--- src/rtl/nlfsr4_pkg.sv ---
package nlfsr4_pkg;

   localparam int unsigned NLFSR_LEN = 4;

   typedef enum logic [2:0] {
      CFG_FIB_A  = 3'd0,
      CFG_GAL_A  = 3'd1,
      CFG_FIB_B  = 3'd2,
      CFG_GAL_B1 = 3'd3,
      CFG_GAL_B2 = 3'd4
   } nlfsr_cfg_e;

endpackage

--- src/rtl/nlfsr4_feedback.sv ---
module nlfsr4_feedback
   import nlfsr4_pkg::*;
#(
   parameter nlfsr_cfg_e  CFG = CFG_FIB_B,
   parameter int unsigned LEN = NLFSR_LEN
) (
   input  logic [LEN-1:0] cur,
   output logic [LEN-1:0] nxt
);

   localparam int unsigned TOP = LEN - 1;
   localparam int unsigned MID = LEN - 2;

   if (LEN != 4) begin : g_len_chk
      $error("nlfsr4_feedback: function sets are defined for exactly 4 stages");
   end

   for (genvar i = 0; i < MID; i++) begin : g_shift
      assign nxt[i] = cur[i+1];
   end

   case (CFG)
      CFG_FIB_A: begin : g_fib_a
         assign nxt[MID] = cur[TOP];
         assign nxt[TOP] = cur[0] ^ (cur[2] & cur[3]) ^ (cur[1] & cur[2]);
      end
      CFG_GAL_A: begin : g_gal_a
         assign nxt[MID] = cur[TOP] ^ (cur[0] & cur[1]);
         assign nxt[TOP] = cur[0] ^ (cur[2] & cur[3]);
      end
      CFG_FIB_B: begin : g_fib_b
         assign nxt[MID] = cur[TOP];
         assign nxt[TOP] = cur[0] ^ (cur[1] & cur[2]) ^ (cur[1] & cur[3]);
      end
      CFG_GAL_B1: begin : g_gal_b1
         assign nxt[MID] = cur[TOP] ^ (cur[0] & cur[2]);
         assign nxt[TOP] = cur[0] ^ (cur[1] & cur[2]);
      end
      CFG_GAL_B2: begin : g_gal_b2
         assign nxt[MID] = cur[TOP] ^ (cur[0] & cur[1]) ^ (cur[0] & cur[2]);
         assign nxt[TOP] = cur[0];
      end
      default: begin : g_bad_cfg
         $error("nlfsr4_feedback: unknown configuration");
      end
   endcase

endmodule

--- src/rtl/nlfsr4_seed_map.sv ---
module nlfsr4_seed_map
   import nlfsr4_pkg::*;
#(
   parameter nlfsr_cfg_e  CFG = CFG_FIB_B,
   parameter int unsigned LEN = NLFSR_LEN
) (
   input  logic [LEN-1:0] seed,
   output logic [LEN-1:0] init
);

   localparam int unsigned TOP = LEN - 1;

   logic fix;

   // Stage 3 is pre-corrected by the terms that the Galois form injects
   // into stage 2, so the fourth output bit equals seed[3].
   case (CFG)
      CFG_GAL_A: begin : g_fix_a
         assign fix = seed[0] & seed[1];
      end
      CFG_GAL_B1: begin : g_fix_b1
         assign fix = seed[0] & seed[2];
      end
      CFG_GAL_B2: begin : g_fix_b2
         assign fix = (seed[0] & seed[1]) ^ (seed[0] & seed[2]);
      end
      default: begin : g_fix_none
         assign fix = 1'b0;
      end
   endcase

   assign init[TOP-1:0] = seed[TOP-1:0];
   assign init[TOP]     = seed[TOP] ^ fix;

endmodule

--- src/rtl/nlfsr4.sv ---
module nlfsr4
   import nlfsr4_pkg::*;
#(
   parameter nlfsr_cfg_e  CFG     = CFG_FIB_B,
   parameter logic [3:0]  RST_VAL = 4'b1001
) (
   input  logic       clk,
   input  logic       rst_n,
   input  logic       en,
   input  logic       load,
   input  logic [3:0] seed,
   output logic       dout
);

   localparam int unsigned LEN     = NLFSR_LEN;
   localparam bit          IS_FIB  = (CFG == CFG_FIB_A) || (CFG == CFG_FIB_B);

   if ($bits(seed) != LEN) begin : g_width_chk
      $error("nlfsr4: seed width must match register length");
   end

   logic [LEN-1:0] state_q;
   logic [LEN-1:0] state_nxt;
   logic [LEN-1:0] load_val;

   nlfsr4_feedback #(.CFG(CFG), .LEN(LEN)) u_fb (
      .cur (state_q),
      .nxt (state_nxt)
   );

   nlfsr4_seed_map #(.CFG(CFG), .LEN(LEN)) u_map (
      .seed (seed),
      .init (load_val)
   );

   always_ff @(posedge clk) begin
      if (!rst_n) begin
         state_q <= RST_VAL;
      end else if (load) begin
         state_q <= load_val;
      end else if (en) begin
         state_q <= state_nxt;
      end
   end

   assign dout = state_q[0];


   a_r1_reset_value: assert property (@(posedge clk)
      !rst_n |=> state_q == RST_VAL);


   a_r2_load_first_bit: assert property (@(posedge clk) disable iff (!rst_n)
      load |=> dout == $past(seed[0]));

   a_r2_load_low_stages: assert property (@(posedge clk) disable iff (!rst_n)
      load |=> state_q[2:1] == $past(seed[2:1]));


   a_r3_shift_out: assert property (@(posedge clk) disable iff (!rst_n)
      (en && !load) |=> dout == $past(state_q[1]));

   a_r3_stage1_shift: assert property (@(posedge clk) disable iff (!rst_n)
      (en && !load) |=> state_q[1] == $past(state_q[2]));


   a_r4_hold: assert property (@(posedge clk) disable iff (!rst_n)
      (!en && !load) |=> $stable(state_q));

   // Fibonacci forms keep stage 2 a pure delay of stage 3
   if (IS_FIB) begin : g_fib_chk
      a_r6_fib_stage2_shift: assert property (@(posedge clk) disable iff (!rst_n)
         (en && !load) |=> state_q[2] == $past(state_q[3]));
   end

endmodule

--- config.mk ---
export PLATFORM = sky130hd
export DESIGN_NAME = nlfsr4
export DESIGN_NICKNAME = d
export VERILOG_FILES = /design/src/rtl/nlfsr4_pkg.sv /design/src/rtl/nlfsr4_feedback.sv /design/src/rtl/nlfsr4_seed_map.sv /design/src/rtl/nlfsr4.sv
export SDC_FILE = /design/constraint.sdc
export NUM_CORES = 1
export LEC_CHECK = 0
export ABC_AREA = 1
export BUFFER_PORTS_ARGS = -buffer_cell sky130_fd_sc_hd__buf_2
export CAP_MARGIN = 20
export CORE_AREA = 2 2 39 41
export CTS_BUF_LIST = sky130_fd_sc_hd__clkbuf_16
export CTS_CLUSTER_DIAMETER = 150
export CTS_CLUSTER_SIZE = 24
export DETAILED_ROUTE_END_ITERATION = 8
export DIE_AREA = 0 0 41 43
export SLEW_MARGIN = 20
export SYNTH_ARGS = -nofsm -noshare
export SYNTH_HDL_FRONTEND = slang
export SYNTH_HIERARCHICAL = 1
export SYNTH_SLANG_ARGS = --single-unit
--- constraint.sdc ---
create_clock -name clk -period 0.9 [get_ports clk]
set_input_delay 0.18 -clock clk [delete_from_list [all_inputs] [get_ports clk]]
set_output_delay 0.18 -clock clk [all_outputs]
set_load 0.01 [all_outputs]
## After elaboration in Yosys (flattened, before gate mapping)

Index checks and enable logic that the tools add are counted.

- Multiplexer cells: 2
- Reduce and logical (&&, ||, !) cells: 1
- Bitwise gates (word level): 4

Operators with widths:

| kind | number |
|---|---|
| 4-bit two-way mux | 2 |
| 1-bit AND | 2 |
| 2-bit nonzero test | 1 |
| 1-bit bitwise XOR | 2 |

- Register bits after elaboration: 4
- Bits of input ports: 8
- Output and inout port bits: 1

## Logic depth before layout (Yosys ltp)

Gate-level depths: netlist of run 1.

- Depth after elaboration: 5
- Depth in mapped cells: 7
- Depth with buffers taken out: 7

## Cells and area by module

The synthesis of run 1 kept the hierarchy.

By module, submodules not included:

| module | cells an instance | times used | seq. area each (µm²) | area an instance (µm²) |
|---|---|---|---|---|
| nlfsr4 | 26 | 1 | 80.1 | 177.7 |
| nlfsr4_feedback | 13 | 1 | 0.0 | 65.1 |
| nlfsr4_seed_map | 4 | 1 | 0.0 | 30.0 |

## Worst setup path after synthesis of run 1

OpenSTA, ideal clock, no wires.

- Kind: register -> register
- Start point: reg state_q[0]
- End point: reg state_q[3]
- Buffers on the path: 0
- Setup time: 0.125 ns
- Stages on the path, launching flop included: 8
- Arrival: 0.795 ns
- Slack: -0.020 ns
- Path through: dfxtp_1 > inv_1 > nand3_1 > nand2_1 > nand2_1 > nand2_1 > nand3_1 > nand4_1

- Longest elaborated chain between the ends: 4

RTL lines:

| element | RTL line | RTL |
|---|---|---|
| start, declared | nlfsr4.sv:22 | `logic [LEN-1:0] state_q;` |
| start signal, assigned | nlfsr4.sv:40 | `state_q <= load_val;` |
| start signal, assigned | nlfsr4.sv:42 | `state_q <= state_nxt;` |
| 1-bit bitwise XOR (2 in a row) | nlfsr4_feedback.sv:33 | `assign nxt[TOP] = cur[0] ^ (cur[1] & cur[2]) ^ (cur[1] & cur[3]);` |
| named net state_nxt[3] | nlfsr4.sv:23 | `logic [LEN-1:0] state_nxt;` |
| 4-bit two-way mux | nlfsr4.sv:41 | `end else if (en) begin` |
| 4-bit two-way mux | nlfsr4.sv:39 | `end else if (load) begin` |

The timed path passes the listed nets, and every way through them passes these cells. The select of a mux whose other input is x is not followed.
A chain may end at the register's enable or synchronous reset.

## Final worst setup path of run 1

- Start point: reg state_q[0]
- End point: out dout

RTL lines:

| element | RTL line | RTL |
|---|---|---|
| end, declared | nlfsr4.sv:12 | `output logic dout` |

No word-level cell between the ends.

==> results of run 1 <==
metal layers:
metal  global-route usage  vias up  share of wire  wire, um
met2                0.128        6           0.56       330
met3               0.0157        2          0.038        22
met4               0.0800        0          0.020        12
met5                    0        -              0         0
met1               0.0772      111           0.38       220
li1                     -      144              -         -
power by group:
group | switching [mW] | internal [mW] | total, mW | leakage (nW)
Sequential | 0.0146 | 0.193 | 0.208 | 0.0341
Clock | 0.120 | 0.567 | 0.688 | 0.0370
Combinational | 0.0506 | 0.0488 | 0.0994 | 0.144
synthesized netlist by cell type (all sizes together):
cell	instances
nand4	2
nand2	16
inv	5
nand3	8
buf	7
dfxtp	4
nor2	1
logic make-up (layout without fill, tap and decap cells):
group | count (synthesis) | in the layout | share of synthesized area
and+or+nand+nor | 27 | 27 | 0.445
buffers and inverters | 12 | 19 | 0.261
DFF | 4 | 4 | 0.294
worst max path at each step:
stage | to | slack [ps] | cells after the start
4_1_cts | state_q[3]$_SDFFE_PN1P_ | 0.5 | 7
2_1_floorplan | state_q[3]$_SDFFE_PN1P_ | 30 | 7
6_report | dout | 30 | 1
3_3_place_gp | state_q[3]$_SDFFE_PN1P_ | -30 | 7
3_5_place_dp | state_q[3]$_SDFFE_PN1P_ | -20 | 7
5_1_grt | state_q[3]$_SDFFE_PN1P_ | -30 | 7
what timing repair did:
action | 4_1_cts | 5_1_grt
pin swaps | 0 | 5
resized for setup | 2 | 7
endpoints found under the setup margin | 1 | 1
hold buffers | 0 | 0
endpoints found under the hold margin | 0 | 0
setup buffers | 1 | 1
final cells by class:
type,instances,share of cell area
Clock buffer,3,0.185
Inverter,5,0.0463
Multi-Input combinational cell,27,0.343
Sequential cell,4,0.213
Tap cell,16,0.0494
Timing Repair Buffer,11,0.164
metrics by stage:
step | instances | setup WS (ps) | area, sq um
final | 66 | 25.3 | 405
after global routing | 66 | -34.8 | 405
after CTS | 66 | 0.527 | 382
after detailed placement | 62 | -23.0 | 297
after global placement | 62 | -25.5 | 297
after floorplan | 43 | 26.0 | 274
==> key figures, run 1 <==
Status
  • Status: finished, final reports clean

Drt
  • Pre-antenna DRT Iters: 2
  • Vias per inst: 3.98
  • DR WL/cell: approximately 9 um
  • Initial drt markers: 2
  • Drt drc: 0
  • Total detailed-routing wirelength: 586 um
  • ANT nets after route: 0
  • Via count: 263

Layout
  • Max reg flops: 4
  • Largest Register: state_q
  • Synth-to-Final Area Change: 48.6%
  • Commonest non-fill, non-tap cell in the layout: nand2_1
  • Final nets: 60
  • Sequential cell area: 86.3 sq um
  • Share of cells above drive strength 1: 0.500
  • Largest regs: state_q: 4 flops
  • # fillers: 144
  • # diodes: 0
  • Most frequent cells in the layout: nand2_1 (12), buf_2 (8), nand3_1 (6)
  • Core Util, Final: 0.293
  • Multi-input logic area: 139 sq um

Critical path
  • CP Max Fanout: 4
  • Critical Path Source: state_q[0]$_SDFFE_PN1P_
  • Startpoint Class: flop
  • Crit path DAT: 690 ps
  • Worst-path cell chain: buf_2
  • CP top delay family: flip-flops
  • Worst r2r src: state_q[1]$_SDFFE_PN0P_
  • Reg2reg setup slack: 30 ps
  • Setup Crit Path Kind: reg -> out
  • Worst-case reg-to-reg path depth: 7
  • CP Data Required Time: 720 ps
  • Reg2reg end: state_q[3]$_SDFFE_PN1P_
  • Largest stage delay, worst path: 340 ps
  • Slowest CP cell: dfxtp_2
  • Critical path buffers and inverters: 1
  • Setup crit end kind: primary output

Global route
  • First-pass GRT wire length: 924 um
  • Total global routing overflow: 0
  • Vias in the first global route: around 250
  • Global Route Usage Sum: 0.0803
  • Largest net degree at the start of global routing: 7
  • Number of antenna violations at the first check in global routing: 0

Floorplan
  • Starting density of the core: 0.197
  • Chip height: 43 um
  • Chip width: 41 um
  • # rows: 14
  • Core Area: roughly 1400 sq um
  • Die ar.: 1760 sq um
  • # IOs: 9

Placed design
  • Port buffer count: 8
  • Hpwl dp: around 400 um
  • Global placer's final weighted congestion: 0.763

Logic synthesis
  • Synth top area share: 0.294
  • Post-Syn Area: between 200 and 300 sq um
  • Register bit total from synthesis: 4
  • Syn_area_per_cell: 6.34 sq um
  • Sequential share of the synthesized area: 0.294
  • Top post-synthesis cells by area: dfxtp_1 (29%), nand2_1 (21%), buf_4 (19%), nand3_1 (15%), inv_1 (5.5%)
  • Net Count, Synth: 51
  • Yosys Warn Count: 6
  • Yosys top cell by area: dfxtp_1
  • Yosys cell types: 9
  • Syn Inst Count: 43

Run
  • Max_cap viols: 0

STA
  • Worst Tran Pin Value: 172 ps
  • FMAX: roughly 1.1 GHz
  • Clock Skews: 0.314 ps
  • Slew margin rel.: 0.885
  • Fin. Hold Viols: 0
  • Final setup vio count: 0
  • Worst hold slack: 184 ps
  • Fin. max-slew vios: 0
  • RSZ-0062 raised after global routing: true
  • Fin Setup TNS: 0 ps
  • Final period demand of the worst path: 875 ps
  • Tcrit/Tclk final: 0.972

Min path
  • Min-Delay Path Depth: 3
  • Min-Delay Startpoint: seed[3]
  • Hold Path End: state_q[3]$_SDFFE_PN1P_
  • HP Class: in -> reg

Pwr
  • Leakage power: 0.215 nW
  • Max IR drop VDD: around 0.0012 V
  • PwrDens: 2450 nW/um^2
  • Total power: between 0.9 and 1 mW

Clock network
  • Clock tree buffer depth: 2
  • Total CTS buffers: 3
  • Worst skew pair latency: ~220 ps
  • Htree depth: 1
  • Root Driver: clkbuf_16
  • CTS tree: built
  • CTS sink cnt: 4
  • CTS clk-pin slew, worst paths: 30 ps
Power figures use the tool's default switching activity.
==> run 2: changes to the inputs <==
--- a/config.mk
+++ b/config.mk
@@ -17,5 +17,4 @@
 export SLEW_MARGIN = 20
 export SYNTH_ARGS = -nofsm -noshare
 export SYNTH_HDL_FRONTEND = slang
-export SYNTH_HIERARCHICAL = 1
 export SYNTH_SLANG_ARGS = --single-unit
==> run 2 against run 1 <==
  * Via count fell by 8.0%
  * Die area did not move
  * Non-clock buffer count fell by 3
  * Flip-flop and latch count did not move
  * Sequential power barely moved
  * Count of clock-buffer cells in the layout did not move
  * Global-route usage rose by 0.60 points
  * Setup slack improved by 20 ps
  * Synthesized cell count fell by 23%
  * Clock skew rose by 1.2 ps
  * Cell count fell by 9.1%
  * Routed wire length fell by 18%
  * Critical endpoint unchanged
==> key figures, run 2 <==
Logic synthesis
  • Yosys top cell by area: dfxtp_1
  • Yosys Warn Count: 0 (-6)
  • Main combinational cell family by area after synthesis: simple AND/OR/NAND/NOR gates
  • Yosys cell types: 8 (-1)
  • Top-count cell post-synth: nand2_1
  • Ys flop type: dfxtp_1
  • Sequential share of the synthesized area: 0.386 (+0.0920)
  • Compound-gate portion of the synthesized area: 0.108 (+0.108)
  • Synth Area in Simple Gates: 0.416 (-0.0293)
  • Net Count, Synth: 41 (-20%)
  • Syn_area_per_cell: 6.29 sq um (-0.78%)
  • Post-Syn Area: 208 sq um (-24%)
  • Post-synthesis xor/xnor area fraction: 0 (unchanged)
  • Register bit total from synthesis: 4 (unchanged)
  • EDFF count, synth: 0 (unchanged)
  • Mux share of post-synthesis cell area: 0 (unchanged)
  • Top post-synthesis cells by area: dfxtp_1 (39%), nand2_1 (25%), inv_1 (9.0%), nand3_1 (7.2%), a31oi_1 (6.0%)
  • Syn Inst Count: 33 (-23%)
  • Most frequent cells after synthesis: nand2_1 (14), inv_1 (5), dfxtp_1 (4)
  • Synth top area share: 0.386 (+0.0920)
  • Post-Synth Adder-Cell Area: 0 (unchanged)
  • Post-synth ARST share: 0 (unchanged)

Pwr
  • Leakage power: 0.170 nW (-21%)
  • PwrDens: 2780 nW/um^2 (+13%)
  • Max IR drop VDD: 0.00195 V (+65%)

Drt
  • Via count: 242 (-8.0%)
  • Vias per inst: 4.03 (+1.2%)
  • Pre-antenna DRT Iters: 1 (-1)
  • Total detailed-routing wirelength: 478 um (-18%)
  • Initial drt markers: 0 (-2)
  • DR WL/cell: 7.97 um (-10%)
  • ANT nets after route: 0 (unchanged)
  • Drt drc: 0 (unchanged)

Floorplan
  • Starting density of the core: 0.150 (-0.0470)
  • Core Area: 1380 sq um (unchanged)
  • # IOs: 9 (unchanged)
  • Chip height: 43 um (unchanged)
  • Chip width: 41 um (unchanged)
  • # rows: 14 (unchanged)
  • Die ar.: 1760 sq um (unchanged)

Layout
  • # fillers: 156 (+8.3%)
  • Synth-to-Final Area Change: 68.7%
  • # diodes: 0 (unchanged)
  • Final nets: 54 (-10%)
  • Largest regs: state_q: 4 flops
  • Commonest non-fill, non-tap cell in the layout: nand2_1
  • Largest Register: state_q
  • Most frequent cells in the layout: nand2_1 (14), buf_2 (7), inv_1 (5)
  • Share of cells above drive strength 1: 0.318 (-0.182)
  • Fin area: 350 sq um (-14%)
  • Max reg flops: 4 (unchanged)

Clock network
  • Clock tree buffer depth: 2 (unchanged)
  • Htree depth: 1 (unchanged)
  • CTS tree: built
  • Root Driver: clkbuf_16
  • CTS sink cnt: 4 (unchanged)
  • Total CTS buffers: 3 (unchanged)
  • CTS clk-pin slew, worst paths: 30 ps (about the same)
  • Worst skew pair latency: 230 ps (about the same)
  • CTS Hold Bufs: 0 (unchanged)

Critical path
  • Critical path buffers and inverters: 1 (unchanged)
  • Startpoint Class: flop
  • Crit path DAT: 670 ps (-20 ps)
  • Slowest CP cell: dfxtp_2
  • CP top delay family: flip-flops
  • CP Data Required Time: 720 ps (about the same)
  • CP Max Fanout: 4 (unchanged)
  • Setup Crit Path Kind: reg -> out
  • Largest stage delay, worst path: 340 ps (about the same)
  • Worst-path cell chain: buf_6
  • Setup crit end kind: primary output

Global route
  • Vias in the first global route: 224 (-11%)
  • Met1 usage: 0.0772 (unchanged)
  • Met2 Use GR: 0.100 (-0.0281)
  • Largest net degree at the start of global routing: 7 (unchanged)
  • First-pass GRT wire length: 855 um (-7.5%)
  • Global Route Usage Sum: 0.0863 (+0.00602)
  • Routing usage on met3: 0.0471 (+0.0314)
  • Top Usage Layer GRT: met4
  • Number of antenna violations at the first check in global routing: 0 (unchanged)
  • Total global routing overflow: 0 (unchanged)

Status
  • Status: finished, final reports clean

STA
  • Clock Skews: 1.56 ps (+1.25 ps)
  • RSZ-0062 raised after global routing: false
  • Worst Tran Pin Value: 158 ps (-14.2 ps)
  • FMAX: 1.17 GHz (+2.4%)
  • Final setup vio count: 0 (unchanged)
  • Tcrit/Tclk final: 0.949 (-0.0227)
  • Slew margin rel.: 0.894 (+0.00945)
  • Fin. Hold Viols: 0 (unchanged)
  • Final period demand of the worst path: 854 ps (-20.4 ps)
  • Fin. max-slew vios: 0 (unchanged)
  • Fin Setup TNS: 0 ps (unchanged)

Placed design
  • Area after DPL: 268 sq um (-9.7%)
  • Global placer's final weighted congestion: 0.703 (-7.9%)
  • Port buffer count: 8 (unchanged)
  • Hpwl dp: 358 um (-9.4%)

Min path
  • HP Class: in -> reg

Run
  • Max_cap viols: 0 (unchanged)
-- run 2: cell count changes after synthesis --
| cell | before | now |
|---|---|---|
| a21oi_1 | 0 | 2 |
| a31oi_1 | 0 | 2 |
| buf_4 | 7 | 0 |
| inv_1 | 4 | 5 |
| inv_2 | 1 | 0 |
| nand2_1 | 15 | 14 |
| nand2_2 | 1 | 0 |
| nand3_1 | 8 | 3 |
| nand4_1 | 2 | 1 |
| nor2_2 | 1 | 2 |
-- run 2: where the power goes --
part	internal (mW)	switching, mW
Combinational	0.0353	0.0362
Sequential	0.193	0.0137
Clock	0.568	0.129
Total	0.796	0.179
-- run 2: timing repair --
action                                  4_1_cts  5_1_grt
endpoints found under the setup margin        1        1
setup buffers                                 0        0
pin swaps                                     0        0
resized for setup                             1        1
hold endpoints to repair                      0        0
-- run 2: logic make-up after synthesis --
| logic type | Yosys count |
|---|---|
| AOI/OAI and AO/OA | 4 |
| buffers and inverters | 5 |
| and+or+nand+nor | 20 |
| DFF | 4 |
-- run 2: per-layer routing --
layer / vias to the layer above / wire, um
li1: 128 / -
met1: 100 / 177
met2: 10 / 225
met3: 4 / 30
met4: 0 / 44
met5: - / 0
-- run 2: worst paths after layout --
check                          startpoint                      end  slack (ps)  cells after the start
setup / recovery  state_q[0]$_SDFFE_PN1P_                     dout          50                      1
hold / removal                    seed[0]  state_q[0]$_SDFFE_PN1P_         190                      3
setup reg to reg  state_q[2]$_SDFFE_PN0P_  state_q[3]$_SDFFE_PN1P_          90                      5
hold reg to reg   state_q[1]$_SDFFE_PN0P_  state_q[0]$_SDFFE_PN1P_         500                      2
-- run 2: metrics by stage --
step | hold WS (ps) | cells | worst slack, ps | power [mW] | utilization
3_3_place_gp | 419 | 57 | 99.4 | 0.275 | 0.193
5_1_grt | 210 | 60 | 8.46 | 1.01 | 0.253
6_report | 193 | 60 | 45.7 | 0.975 | 0.253
2_1_floorplan | 313 | 33 | 154 | 0.244 | -
3_5_place_dp | 418 | 57 | 77.5 | 0.276 | 0.193
4_1_cts | 195 | 60 | 24.7 | 0.986 | 0.249
-- run 2: worst min-delay path, stage by stage --
cell	delay, ps
buf_2	80
a21oi_1	60
nand3_1	70
-- run 2: layout make-up --
type                    count  area (sq um)  share of cell area
multi-input cells          24           109               0.311
inverters                   5          18.8              0.0536
well taps                  16          20.0              0.0571
repair buffers              8          46.3               0.132
clock buffers               3          75.1               0.214
flip-flops and latches      4          81.3               0.232
